[config.mk]
export PLATFORM = sky130hd
export DESIGN_NAME = seg_xlate_unit
export DESIGN_NICKNAME = d
export VERILOG_FILES = /design/src/rtl/seg_xlate_pkg.sv /design/src/rtl/seg_desc_table.sv /design/src/rtl/seg_reg_ctrl.sv /design/src/rtl/seg_addr_adder.sv /design/src/rtl/seg_xlate_unit.sv
export SDC_FILE = /design/constraint.sdc
export NUM_CORES = 2
export LEC_CHECK = 0
export BUFFER_PORTS_ARGS = -buffer_cell sky130_fd_sc_hd__buf_2
export CAP_MARGIN = 40
export CORE_MARGIN = 2
export CORE_UTILIZATION = 35
export CTS_CLUSTER_DIAMETER = 200
export CTS_CLUSTER_SIZE = 40
export DETAILED_ROUTE_END_ITERATION = 6
export PLACE_DENSITY = 0.52
export SYNTH_ARGS = -nofsm -noshare
export SYNTH_HDL_FRONTEND = slang
export SYNTH_SLANG_ARGS = --single-unit
[constraint.sdc]
create_clock -name clk -period 7.5 [get_ports clk]
set_input_delay 0 -clock clk [delete_from_list [all_inputs] [get_ports clk]]
set_output_delay 0 -clock clk [all_outputs]
set_load 0.03 [all_outputs]
[src/rtl/seg_xlate_pkg.sv]
package seg_xlate_pkg;

  typedef enum logic [1:0] {
    FLD_BASE_HI = 2'd0,
    FLD_BASE_LO = 2'd1,
    FLD_LIMIT   = 2'd2,
    FLD_ATTR    = 2'd3
  } field_e;

  typedef enum logic [3:0] {
    OP_NONE,
    OP_MODE,
    OP_SEL,
    OP_CNT,
    OP_BASE,
    OP_LIM,
    OP_ATT,
    OP_ALL,
    OP_BASE_INC,
    OP_LIM_INC,
    OP_ATT_INC,
    OP_STREAM
  } reg_op_e;

  localparam logic [7:0] PORT_MODE     = 8'h00;
  localparam logic [7:0] PORT_SEL      = 8'h01;
  localparam logic [7:0] PORT_BASE     = 8'h08;
  localparam logic [7:0] PORT_LIM      = 8'h09;
  localparam logic [7:0] PORT_ATT      = 8'h0A;
  localparam logic [7:0] PORT_ALL      = 8'h0B;
  localparam logic [7:0] PORT_BASE_INC = 8'h0C;
  localparam logic [7:0] PORT_LIM_INC  = 8'h0D;
  localparam logic [7:0] PORT_ATT_INC  = 8'h0E;
  localparam logic [7:0] PORT_STREAM   = 8'h0F;
  localparam logic [7:0] PORT_CNT      = 8'h20;

  localparam logic [7:0] UNDECODED_READ = 8'hFF;

  function automatic reg_op_e decode_port(input logic [7:0] port);
    reg_op_e op;
    case (port)
      PORT_MODE:     op = OP_MODE;
      PORT_SEL:      op = OP_SEL;
      PORT_CNT:      op = OP_CNT;
      PORT_BASE:     op = OP_BASE;
      PORT_LIM:      op = OP_LIM;
      PORT_ATT:      op = OP_ATT;
      PORT_ALL:      op = OP_ALL;
      PORT_BASE_INC: op = OP_BASE_INC;
      PORT_LIM_INC:  op = OP_LIM_INC;
      PORT_ATT_INC:  op = OP_ATT_INC;
      PORT_STREAM:   op = OP_STREAM;
      default:       op = OP_NONE;
    endcase
    return op;
  endfunction

endpackage

[src/rtl/seg_desc_table.sv]
module seg_desc_table
  import seg_xlate_pkg::*;
#(
  parameter int SEG_CNT = 64,
  parameter int BASE_W  = 16,
  localparam int IDX_W  = $clog2(SEG_CNT)
) (
  input  logic              clk,
  input  logic              rst_n,
  input  logic              wr_en,
  input  logic [IDX_W-1:0]  acc_idx,
  input  field_e            acc_fld,
  input  logic [7:0]        wr_data,
  output logic [7:0]        rd_data,
  input  logic [IDX_W-1:0]  xl_idx,
  output logic [BASE_W-1:0] xl_base
);

  logic [BASE_W-1:0] base_q [SEG_CNT];
  logic [7:0]        lim_q  [SEG_CNT];
  logic [7:0]        att_q  [SEG_CNT];

  always_ff @(posedge clk or negedge rst_n) begin
    if (!rst_n) begin
      for (int i = 0; i < SEG_CNT; i++) begin
        base_q[i] <= '0;
        lim_q[i]  <= '0;
        att_q[i]  <= '0;
      end
    end else if (wr_en) begin
      case (acc_fld)
        FLD_BASE_HI: base_q[acc_idx][BASE_W-1 -: 8] <= wr_data;
        FLD_BASE_LO: base_q[acc_idx][7:0]           <= wr_data;
        FLD_LIMIT:   lim_q[acc_idx]                 <= wr_data;
        default:     att_q[acc_idx]                 <= wr_data;
      endcase
    end
  end

  always_comb begin
    case (acc_fld)
      FLD_BASE_HI: rd_data = base_q[acc_idx][BASE_W-1 -: 8];
      FLD_BASE_LO: rd_data = base_q[acc_idx][7:0];
      FLD_LIMIT:   rd_data = lim_q[acc_idx];
      default:     rd_data = att_q[acc_idx];
    endcase
  end

  assign xl_base = base_q[xl_idx];

  // Write landing check: the byte addressed by the last write holds its data.
  logic             chk_vld;
  logic [IDX_W-1:0] chk_idx;
  field_e           chk_fld;
  logic [7:0]       chk_data;
  logic [7:0]       chk_byte;

  always_ff @(posedge clk or negedge rst_n) begin
    if (!rst_n) begin
      chk_vld  <= 1'b0;
      chk_idx  <= '0;
      chk_fld  <= FLD_BASE_HI;
      chk_data <= '0;
    end else begin
      chk_vld  <= wr_en;
      chk_idx  <= acc_idx;
      chk_fld  <= acc_fld;
      chk_data <= wr_data;
    end
  end

  always_comb begin
    case (chk_fld)
      FLD_BASE_HI: chk_byte = base_q[chk_idx][BASE_W-1 -: 8];
      FLD_BASE_LO: chk_byte = base_q[chk_idx][7:0];
      FLD_LIMIT:   chk_byte = lim_q[chk_idx];
      default:     chk_byte = att_q[chk_idx];
    endcase
  end

  a_r6_write_lands: assert property (@(posedge clk) disable iff (!rst_n)
    chk_vld |-> chk_byte == chk_data);

endmodule

[src/rtl/seg_reg_ctrl.sv]
module seg_reg_ctrl
  import seg_xlate_pkg::*;
#(
  parameter int SEG_CNT = 64,
  localparam int IDX_W  = $clog2(SEG_CNT)
) (
  input  logic             clk,
  input  logic             rst_n,
  input  logic             reg_we,
  input  logic [7:0]       reg_port,
  input  logic [7:0]       reg_wdata,
  output logic [7:0]       reg_rdata,
  output logic             tbl_we,
  output logic [IDX_W-1:0] tbl_idx,
  output field_e           tbl_fld,
  output logic [7:0]       tbl_wdata,
  input  logic [7:0]       tbl_rdata
);

  logic [IDX_W-1:0] sar_q;
  logic [1:0]       dsc_q;
  logic [7:0]       mode_q;
  reg_op_e          op;
  logic             fld_access;

  assign op = decode_port(reg_port);

  always_comb begin
    fld_access = 1'b1;
    case (op)
      OP_BASE, OP_BASE_INC: tbl_fld = field_e'({1'b0, dsc_q[0]});
      OP_LIM, OP_LIM_INC:   tbl_fld = FLD_LIMIT;
      OP_ATT, OP_ATT_INC:   tbl_fld = FLD_ATTR;
      OP_ALL, OP_STREAM:    tbl_fld = field_e'(dsc_q);
      default: begin
        tbl_fld    = FLD_BASE_HI;
        fld_access = 1'b0;
      end
    endcase
  end

  assign tbl_we    = reg_we && fld_access;
  assign tbl_idx   = sar_q;
  assign tbl_wdata = reg_wdata;

  always_comb begin
    case (op)
      OP_MODE: reg_rdata = mode_q;
      OP_SEL:  reg_rdata = 8'(sar_q);
      OP_CNT:  reg_rdata = 8'(dsc_q);
      OP_NONE: reg_rdata = UNDECODED_READ;
      default: reg_rdata = tbl_rdata;
    endcase
  end

  always_ff @(posedge clk or negedge rst_n) begin
    if (!rst_n) begin
      sar_q  <= '0;
      dsc_q  <= '0;
      mode_q <= '0;
    end else if (reg_we) begin
      case (op)
        OP_MODE: mode_q <= reg_wdata;
        OP_SEL: begin
          sar_q <= reg_wdata[IDX_W-1:0];
          dsc_q <= '0;
        end
        OP_CNT:            dsc_q <= reg_wdata[1:0];
        OP_BASE, OP_ALL:   dsc_q <= dsc_q + 2'd1;
        OP_BASE_INC, OP_LIM_INC, OP_ATT_INC:
                           sar_q <= sar_q + IDX_W'(1);
        OP_STREAM: begin
          dsc_q <= dsc_q + 2'd1;
          if (dsc_q == 2'd3) sar_q <= sar_q + IDX_W'(1);
        end
        default: ;
      endcase
    end
  end

  // pointer load clears the counter
  a_r5_sel_clears_cnt: assert property (@(posedge clk) disable iff (!rst_n)
    (reg_we && op == OP_SEL) |=> (dsc_q == 2'd0 && sar_q == $past(reg_wdata[IDX_W-1:0])));

  a_r7_base_steps_cnt: assert property (@(posedge clk) disable iff (!rst_n)
    (reg_we && op == OP_BASE) |=> (dsc_q == $past(dsc_q) + 2'd1 && $stable(sar_q)));

  a_r8_fixed_field_hold: assert property (@(posedge clk) disable iff (!rst_n)
    (reg_we && (op == OP_LIM || op == OP_ATT)) |=> ($stable(sar_q) && $stable(dsc_q)));

  a_r9_ptr_autoinc: assert property (@(posedge clk) disable iff (!rst_n)
    (reg_we && (op == OP_BASE_INC || op == OP_LIM_INC || op == OP_ATT_INC))
      |=> (sar_q == $past(sar_q) + IDX_W'(1) && $stable(dsc_q)));

  a_r10_all_steps_cnt: assert property (@(posedge clk) disable iff (!rst_n)
    (reg_we && op == OP_ALL) |=> (dsc_q == $past(dsc_q) + 2'd1 && $stable(sar_q)));

  a_r11_stream_wrap: assert property (@(posedge clk) disable iff (!rst_n)
    (reg_we && op == OP_STREAM) |=> (dsc_q == $past(dsc_q) + 2'd1 &&
      sar_q == (($past(dsc_q) == 2'd3) ? $past(sar_q) + IDX_W'(1) : $past(sar_q))));

  a_r12_undecoded_hold: assert property (@(posedge clk) disable iff (!rst_n)
    (reg_we && op == OP_NONE) |=> ($stable(sar_q) && $stable(dsc_q) && $stable(mode_q)));

  a_r12_no_table_write: assert property (@(posedge clk) disable iff (!rst_n)
    (op == OP_NONE || op == OP_MODE || op == OP_SEL || op == OP_CNT) |-> !tbl_we);

endmodule

[src/rtl/seg_addr_adder.sv]
module seg_addr_adder #(
  parameter int OFF_W  = 16,
  parameter int BASE_W = 16,
  localparam int HI_W  = OFF_W - 8,
  localparam int PA_W  = BASE_W + 8
) (
  input  logic [BASE_W-1:0] base,
  input  logic [OFF_W-1:0]  offset,
  output logic [PA_W-1:0]   phys_addr
);

  logic [BASE_W-1:0] upper;

  assign upper     = base + BASE_W'(offset[OFF_W-1 -: HI_W]);
  assign phys_addr = {upper, offset[7:0]};

endmodule

[src/rtl/seg_xlate_unit.sv]
module seg_xlate_unit
  import seg_xlate_pkg::*;
#(
  parameter int SEG_CNT  = 64,
  parameter int SEG_IN_W = 7,
  parameter int OFF_W    = 16,
  parameter int BASE_W   = 16,
  localparam int IDX_W   = $clog2(SEG_CNT),
  localparam int PA_W    = BASE_W + 8
) (
  input  logic                clk,
  input  logic                rst_n,
  input  logic                reg_we,
  input  logic [7:0]          reg_port,
  input  logic [7:0]          reg_wdata,
  output logic [7:0]          reg_rdata,
  input  logic [SEG_IN_W-1:0] seg_num,
  input  logic [OFF_W-1:0]    offset,
  output logic [PA_W-1:0]     phys_addr
);

  logic             tbl_we;
  logic [IDX_W-1:0] tbl_idx;
  field_e           tbl_fld;
  logic [7:0]       tbl_wdata;
  logic [7:0]       tbl_rdata;
  logic [IDX_W-1:0] xl_idx;
  logic [BASE_W-1:0] xl_base;

  // Segment number reduced modulo the table size
  assign xl_idx = IDX_W'(seg_num % SEG_CNT);

  seg_reg_ctrl #(.SEG_CNT(SEG_CNT)) u_ctrl (
    .clk       (clk),
    .rst_n     (rst_n),
    .reg_we    (reg_we),
    .reg_port  (reg_port),
    .reg_wdata (reg_wdata),
    .reg_rdata (reg_rdata),
    .tbl_we    (tbl_we),
    .tbl_idx   (tbl_idx),
    .tbl_fld   (tbl_fld),
    .tbl_wdata (tbl_wdata),
    .tbl_rdata (tbl_rdata)
  );

  seg_desc_table #(.SEG_CNT(SEG_CNT), .BASE_W(BASE_W)) u_table (
    .clk     (clk),
    .rst_n   (rst_n),
    .wr_en   (tbl_we),
    .acc_idx (tbl_idx),
    .acc_fld (tbl_fld),
    .wr_data (tbl_wdata),
    .rd_data (tbl_rdata),
    .xl_idx  (xl_idx),
    .xl_base (xl_base)
  );

  seg_addr_adder #(.OFF_W(OFF_W), .BASE_W(BASE_W)) u_adder (
    .base      (xl_base),
    .offset    (offset),
    .phys_addr (phys_addr)
  );

endmodule

## Word-level counts from Yosys, hierarchy flattened

Cells that the tools add are included.
W data, S select, Z words.

| operators by class | value |
|---|---|
| multiplexer cells | 31 |
| bitwise gates (word level) | 3 |
| add/sub/neg operators | 3 |
| equal/unequal tests | 25 |
| magnitude comparators | 3 |
| reduce and logical (&&, ||, !) cells | 22 |

Operators with widths:

| cell | number |
|---|---|
| $bwmux W1024 | 2 |
| $pmux W1024 S2 | 1 |
| $bwmux W512 | 2 |
| $bmux W16 S6 | 2 |
| $demux W16 S6 | 2 |
| $bmux W8 S6 | 2 |
| $mux W16 | 5 |
| $eq A8 B4 Y1 const B | 8 |
| $demux W8 S6 | 1 |
| $mux W8 | 6 |
| $pmux W4 S11 | 1 |
| $pmux W8 S4 | 1 |
| $pmux W8 S3 | 1 |
| $pmux W6 S3 | 1 |
| $add A16 B8 Y16 | 1 |
| $eq A4 B3 Y1 const B | 4 |
| $eq A4 B4 Y1 const B | 4 |
| $ge A7 B7 Y1 const B | 2 |
| $not A6 Y7 | 2 |
| $reduce_and A2 Y1 | 5 |
| $reduce_or A3 Y1 | 3 |
| $eq A4 B2 Y1 const B | 2 |
| $eq A8 B1 Y1 const B | 1 |
| $eq A8 B6 Y1 const B | 1 |
| 21 further kinds | 27 |

| word-level totals | value |
|---|---|
| word-level logic and storage cells | 282 |
| bits in registers | 2064 |
| output and inout bits | 32 |
| input bits | 42 |

## Longest topological paths before layout

| depth | value |
|---|---|
| word-level depth | 9 |
| gate-level depth with buffers | 19 |
| depth with buffers taken out | 14 |

## By module

A second synthesis with hierarchy kept.

| unflattened totals | value |
|---|---|
| cell total of the unflattened synthesis | 7319 |
| area total of the unflattened synthesis | 101959.0 um2 |

Modules (own cells, without submodules):

| module | seq. area each (um2) | area each (um2) | times used | cells each |
|---|---|---|---|---|
| seg_desc_table | 51249.2 | 99955.9 | 1 | 7092 |
| seg_reg_ctrl | 400.4 | 1452.6 | 1 | 157 |
| seg_addr_adder | 0.0 | 550.5 | 1 | 70 |

## Worst setup path after synthesis

No wires, ideal clock.

| path | value |
|---|---|
| kind | input-to-output |
| from | input seg_num[1] |
| to | output phys_addr[20] |
| data arrival time | 4375 ps |
| stages | 19 |
| required time | 7500 ps |
| slack | 3125 ps |
| buffers on the path | 5 |
| path through | buf_4 > buf_4 > buf_2 > buf_2 > buf_1 > mux4_2 > mux4_2 > mux4_2 > ha_1 > inv_1 > fa_1 > nor2b_1 > o21ai_0 > nand2b_1 > a21o_1 > a21o_1 > a31oi_1 > nor2_1 > xnor2_1 |

| on the way | value |
|---|---|
| longest elaborated chain between the ends | 5 |

RTL lines:

| element | RTL line | text |
|---|---|---|
| from (decl) | seg_xlate_unit.sv:17 | `input logic [SEG_IN_W-1:0] seg_num,` |
| $not A6 Y7 (implied by the code) | seg_desc_table.sv:49 | `assign xl_base = base_q[xl_idx];` |
| $bmux W16 S6 | seg_desc_table.sv:49 |  |
| $mux W16 (implied by the code) (2 in series) | seg_desc_table.sv:49 |  |
| $add A16 B8 Y16 | seg_addr_adder.sv:14 | `assign upper = base + BASE_W'(offset[OFF_W-1 -: HI_W]);` |
| to (decl) | seg_xlate_unit.sv:19 | `output logic [PA_W-1:0] phys_addr` |

No other way between the ends. The select of a mux whose other input is x is not followed.

## Worst setup path after layout

| path | value |
|---|---|
| from | register u_ctrl.sar_q[0], in the netlist u_ctrl.tbl_idx[0] |
| to | output reg_rdata[5] |

| on the way | value |
|---|---|
| longest elaborated chain between the ends | 6 |
| elaborated cells between the ends (all ways) | 12 |
| classes of those cells | 11 x mux; 1 x bitwise |

RTL lines:

| element | RTL line | text |
|---|---|---|
| from (decl) | seg_reg_ctrl.sv:20 | `logic [IDX_W-1:0] sar_q;` |
| from (signal assigned) | seg_reg_ctrl.sv:65 | `sar_q <= reg_wdata[IDX_W-1:0];` |
| from (signal assigned) | seg_reg_ctrl.sv:71 | `sar_q <= sar_q + IDX_W'(1);` |
| from (signal assigned) | seg_reg_ctrl.sv:74 | `if (dsc_q == 2'd3) sar_q <= sar_q + IDX_W'(1);` |
| $not A6 Y7 (implied by the code) (*) | n/a |  |
| $bmux W8 S6, or another cell as far along | seg_desc_table.sv:45 | `default: rd_data = att_q[acc_idx];` |
| $mux W8 (implied by the code), or another cell as far along (2 in series) | seg_desc_table.sv:45 |  |
| $pmux W8 S3 (*) | seg_desc_table.sv:41 | `case (acc_fld)` |
| $pmux W8 S4 (*) | seg_reg_ctrl.sv:47 | `case (op)` |
| to (decl) | seg_xlate_unit.sv:16 | `output logic [7:0] reg_rdata,` |

Mark *: on every way between the ends. The rest lies on a longest branch, timed or not. The select of a mux whose other input is x is not followed.

==> report_table.html <==
<table>
<tr><th>Metric</th><th>Value</th></tr>
<tr><th colspan="2">Critical path</th></tr>
<tr><td>Crit-path most repeated cell</td><td>sky130_fd_sc_hd__buf_4</td></tr>
<tr><td>Reg2Reg Setup Slack</td><td>2660 ps</td></tr>
<tr><td>End of the worst register-to-register path</td><td>u_table.base_q[965]$_DFFE_PN0P_</td></tr>
<tr><td>Setup Crit Path Kind</td><td>flip-flop to primary output</td></tr>
<tr><td>Endpoint kind of the worst setup timing path</td><td>primary output</td></tr>
<tr><td>Worst setup SP type</td><td>flip-flop</td></tr>
<tr><td>Peak fanout along the critical path</td><td>50</td></tr>
<tr><td>Required time of the critical path</td><td>7500 ps</td></tr>
<tr><td>Worst flop-to-flop path startpoint</td><td>u_ctrl.tbl_idx[2]$_DFFE_PN0P_</td></tr>
<tr><td>Count of cells along the worst register-to-register path</td><td>8</td></tr>
<tr><td>Slowest Stage Delay on Critical Path</td><td>920 ps</td></tr>
<tr><td>CP Cell Sequence</td><td>buf_16 -&gt; nand3b_1 -&gt; buf_4 -&gt; buf_4 -&gt; o22ai_1 -&gt; or4_1 -&gt; nand2_1 -&gt; o21ai_0 -&gt; a2111oi_2 -&gt; a311o_1 -&gt; o31a_1 -&gt; buf_2</td></tr>
<tr><td>Data arrival time of the worst path</td><td>6160 ps</td></tr>
<tr><td>Cell with the largest stage delay on the worst path</td><td>sky130_fd_sc_hd__a2111oi_2</td></tr>
<tr><th colspan="2">Min path</th></tr>
<tr><td>Hold-critical path endpoint</td><td>phys_addr[0]</td></tr>
<tr><td>Cell depth of the worst min-delay path</td><td>0</td></tr>
<tr><td>Hold Path Class</td><td>primary input to primary output</td></tr>
<tr><td>Startpoint of the tightest hold check path</td><td>offset[0]</td></tr>
<tr><th colspan="2">CTS</th></tr>
<tr><td>CTS tree</td><td>built</td></tr>
<tr><td>Clock buffer count from CTS</td><td>57</td></tr>
<tr><td>Largest buffer count on any clock path</td><td>3</td></tr>
<tr><td>Clock transition at path regs</td><td>approximately 160 ps</td></tr>
<tr><td>CTS HTree Levels</td><td>2</td></tr>
<tr><td>TritonCTS sink count</td><td>2064</td></tr>
<tr><td>CTS Root Buffer Type</td><td>sky130_fd_sc_hd__clkbuf_16</td></tr>
<tr><td>Number of post-CTS setup repair buffers</td><td>0</td></tr>
<tr><td>PostCTS Resize Cnt</td><td>0</td></tr>
<tr><td>Worst-skew pair later-pin latency</td><td>870 ps</td></tr>
<tr><td>Quantity of hold-fixing buffers added after cts</td><td>17</td></tr>
<tr><th colspan="2">STA</th></tr>
<tr><td>Sum of negative setup slack</td><td>0 ps</td></tr>
<tr><td>Maximum frequency from static timing analysis</td><td>162 MHz</td></tr>
<tr><td>Final Hold Fails</td><td>0</td></tr>
<tr><td>Number of setup violations in the final report</td><td>0</td></tr>
<tr><td>Period utilisation layout</td><td>between 80 and 90%</td></tr>
<tr><td>Final min period</td><td>6160 ps</td></tr>
<tr><td>Relative max-transition margin</td><td>19.2%</td></tr>
<tr><td>Worst hold margin</td><td>0.0109 ps</td></tr>
<tr><td>Final max-slew violation count</td><td>0</td></tr>
<tr><td>Setup repair after global routing missed its margin</td><td>false</td></tr>
<tr><td>Slew of the pin with the lowest slew margin</td><td>1210 ps</td></tr>
<tr><td>Worst clock skew</td><td>between 70 and 80 ps</td></tr>
<tr><td>Setup ws final</td><td>around 1300 ps</td></tr>
<tr><th colspan="2">Floorplanning</th></tr>
<tr><td>Boundary Pins</td><td>74</td></tr>
<tr><td>Chip height</td><td>552 um</td></tr>
<tr><td>Std-Cell Rows</td><td>201</td></tr>
<tr><td>Area of the core region</td><td>between 200000 and 300000 sq um</td></tr>
<tr><td>Horizontal extent of the die</td><td>about 550 um</td></tr>
<tr><td>Initial core utilization</td><td>35.1%</td></tr>
<tr><td>Die ar.</td><td>304000 sq um</td></tr>
<tr><th colspan="2">Routing</th></tr>
<tr><td>Drc violations</td><td>1</td></tr>
<tr><td>Total wire length</td><td>about 390000 um</td></tr>
<tr><td>Vias after detailed routing</td><td>between 60000 and 70000</td></tr>
<tr><td>Pre-antenna DRT Iters</td><td>7</td></tr>
<tr><td>Initial DRC Count</td><td>7828</td></tr>
<tr><td>Final ANT Viol Nets</td><td>0</td></tr>
<tr><td>Average detailed-routed wire length per instance</td><td>approximately 35 um</td></tr>
<tr><td>Via density</td><td>approximately 6.2</td></tr>
<tr><th colspan="2">Global routing</th></tr>
<tr><td>Global route overflow</td><td>0</td></tr>
<tr><td>Number of antenna violations at the first check in global routing</td><td>14</td></tr>
<tr><td>Combined global-route utilization of all metal layers</td><td>roughly a quarter</td></tr>
<tr><td>Maximum number of pins on one net before global-route repair</td><td>177</td></tr>
<tr><td>Vias in the first global route</td><td>between 60000 and 70000</td></tr>
<tr><td>First-pass GRT wire length</td><td>550000 um</td></tr>
<tr><th colspan="2">Status</th></tr>
<tr><td>Violated checks</td><td>DRC</td></tr>
<tr><td>Status</td><td>finished, violations left</td></tr>
<tr><th colspan="2">Yosys</th></tr>
<tr><td>Dominant combinational cell family by area after synthesis</td><td>multiplexers</td></tr>
<tr><td>Count of unique library cells instantiated by Yosys</td><td>89</td></tr>
<tr><td>Synth Area per Inst</td><td>14.2 sq um</td></tr>
<tr><td>Multiplexer fraction of the synthesized cell area</td><td>32.6%</td></tr>
<tr><td>Area share of xor/xnor cells in the synthesized design</td><td>0.125%</td></tr>
<tr><td>Synth Area in Compound Gates</td><td>under 10%</td></tr>
<tr><td>Area share of fa/ha/maj cells after synthesis</td><td>less than 1%</td></tr>
<tr><td>Net count after synthesis</td><td>7445</td></tr>
<tr><td>Area share of and/or/nand/nor cells after synthesis</td><td>6.47%</td></tr>
<tr><td>Warnings, synthesis</td><td>0</td></tr>
<tr><td>Cell accounting for the most synthesized area</td><td>sky130_fd_sc_hd__dfrtp_1</td></tr>
<tr><td>Number of flops mapped to enable cells by yosys</td><td>0</td></tr>
<tr><td>Mapped Area</td><td>roughly 100000 sq um</td></tr>
<tr><td>Gate count of the mapped netlist</td><td>7388</td></tr>
<tr><td>Post-synth ARST share</td><td>100%</td></tr>
<tr><td>Biggest area contributors in the synthesized netlist</td><td>sky130_fd_sc_hd__dfrtp_1 (49%), sky130_fd_sc_hd__mux2_2 (21%), sky130_fd_sc_hd__mux4_2 (7.4%)</td></tr>
<tr><td>Share of synthesized area occupied by flip-flops and latches</td><td>between 40 and 50%</td></tr>
<tr><td>Most used DFF post-synth</td><td>sky130_fd_sc_hd__dfrtp_1</td></tr>
<tr><td>Top cell type's share of synthesized area</td><td>49.2%</td></tr>
<tr><td>Seq cells post-synth</td><td>2064</td></tr>
<tr><th colspan="2">Run</th></tr>
<tr><td>Number of max-cap violations</td><td>0</td></tr>
<tr><th colspan="2">Finish</th></tr>
<tr><td>Post-Route Utilization</td><td>37.4%</td></tr>
<tr><td>Fraction of final layout cells with drive strength greater than 1</td><td>between 40 and 50%</td></tr>
<tr><td>Post-layout nets</td><td>between 7000 and 8000</td></tr>
<tr><td>Relative area change from synthesis to final layout</td><td>6.66%</td></tr>
<tr><th colspan="2">Pwr</th></tr>
<tr><td>Power density over the cells</td><td>around 200 nW/um^2</td></tr>
<tr><td>Power Total</td><td>22.3 mW</td></tr>
<tr><td>Reported leakage power</td><td>55.1 nW</td></tr>
<tr><td>Max VDD drop</td><td>0.000231 V</td></tr>
<tr><th colspan="2">Placed design</th></tr>
<tr><td>Total half-perimeter wirelength after legalization and detailed placement</td><td>253000 um</td></tr>
<tr><td>Worst setup slack after placement</td><td>2300 ps</td></tr>
<tr><td>Buffers on Ports</td><td>56</td></tr>
<tr><td>Placer congestion estimate</td><td>0.897</td></tr>
</table>
## worst max-delay path by stage
stage / from / to / slack [ps] / cells after the start
2_1_floorplan: seg_num[1] / phys_addr[20] / 3120 / 19
3_3_place_gp: u_ctrl.tbl_idx[0]$_DFFE_PN0P_ / reg_rdata[4] / 1800 / 11
3_5_place_dp: u_ctrl.tbl_idx[0]$_DFFE_PN0P_ / reg_rdata[5] / 2300 / 12
4_1_cts: u_ctrl.tbl_idx[0]$_DFFE_PN0P_ / reg_rdata[5] / 1410 / 12
5_1_grt: u_ctrl.tbl_idx[0]$_DFFE_PN0P_ / reg_rdata[5] / 1450 / 12
6_report: u_ctrl.tbl_idx[0]$_DFFE_PN0P_ / reg_rdata[5] / 1340 / 12
## metal layers
metal  GRT usage (%)  part of all wire (%)  vias up
met2            38.8                    45     2971
li1                -                     -    27800
met1            35.4                    44    38000
met5               0                 0.016        -
met3            3.99                   6.9      519
met4            8.93                   4.0        8
## cell usage in the layout (no fill, tap or decap), types with 38 or more instances in the layout
| cell type | instances |
|---|---|
| sky130_fd_sc_hd__nor2_8 | 180 |
| sky130_fd_sc_hd__nor4_1 | 41 |
| sky130_fd_sc_hd__a31oi_1 | 38 |
| sky130_fd_sc_hd__nand3_2 | 60 |
| sky130_fd_sc_hd__mux4_2 | 345 |
| sky130_fd_sc_hd__buf_4 | 207 |
| sky130_fd_sc_hd__nor2_1 | 101 |
| sky130_fd_sc_hd__mux2i_1 | 104 |
| sky130_fd_sc_hd__mux2_1 | 64 |
| sky130_fd_sc_hd__o221ai_1 | 120 |
| sky130_fd_sc_hd__o22ai_1 | 467 |
| sky130_fd_sc_hd__clkbuf_16 | 58 |
| sky130_fd_sc_hd__a221oi_1 | 66 |
| sky130_fd_sc_hd__mux2_2 | 1997 |
| sky130_fd_sc_hd__a22oi_1 | 136 |
| sky130_fd_sc_hd__dfrtp_1 | 2061 |
| sky130_fd_sc_hd__mux2_4 | 144 |
| sky130_fd_sc_hd__o21ai_0 | 64 |
| sky130_fd_sc_hd__buf_2 | 54 |
| sky130_fd_sc_hd__buf_12 | 38 |
| sky130_fd_sc_hd__nand2_1 | 156 |
| sky130_fd_sc_hd__a21oi_1 | 90 |
## kinds of logic after synthesis
family | after synthesis
AOI/OAI and AO/OA | 1221
xor gates and xnor gates | 15
and+or+nand+nor | 759
adders and majority gates | 15
buffers and inverters | 660
DFF | 2064
muxes | 2654
## Yosys cell counts, drive strengths merged (10+ instances only)
cell type,instances
a211oi,18
a21oi,91
a221o,12
a221oi,66
a22o,37
a22oi,136
a31oi,39
a41oi,11
buf,330
clkbuf,316
dfrtp,2064
ha,14
inv,13
mux2,2205
mux2i,104
mux4,345
nand2,160
nand2b,17
nand3,99
nand4,17
nor2,303
nor2b,21
nor3,38
nor4,44
o2111ai,12
o211ai,14
o21ai,66
o221ai,120
o22a,37
o22ai,467
o31ai,20
o41ai,24
or4,14
xnor2,10
## layout make-up
class                           instances  area, sq um
Clock inverter                          4         82.6
Multi-Input combinational cell       4664        50200
Timing Repair Buffer                  362         3570
Inverter                               14         57.6
Fill cell                           28100       187000
Tap cell                             3958         4950
Antenna cell                            5         12.5
Sequential cell                      2064        51700
Clock buffer                           59         1460
## where the power goes
part | switching, mW | leakage [nW] | internal (mW)
registers | 0.101 | 28.8 | 11.2
clock network | 3.53 | 0.754 | 1.45
logic | 4.42 | 25.6 | 1.58
total | 8.05 | 55.1 | 14.2
## flip-flops by register name (all words and copies together), names as in the netlist
| signal | count |
|---|---|
| u_ctrl.tbl_idx | 6 |
| u_table.lim_q | 512 |
| u_table.base_q | 1024 |
| u_ctrl.mode_q | 8 |
| u_ctrl.dsc_q | 2 |
| u_table.att_q | 512 |
## critical path: cells and delay by family, from the launching register on
| family | cells | cell delay [ps] |
|---|---|---|
| AOI/OAI and AO/OA | 5 | 2040 |
| buffers and inverters | 4 | 1270 |
| DFF | 1 | 520 |
| and+or+nand+nor | 3 | 1460 |
## stage by stage
step / cell area [sq um] / instances
2_1_floorplan: 105000 / 7388
3_3_place_gp: 109000 / 11000
3_5_place_dp: 110000 / 11000
4_1_cts: 112000 / 11100
5_1_grt: 112000 / 11100
6_report: 112000 / 11100
Note: power is estimated with default switching activity, not from simulation.
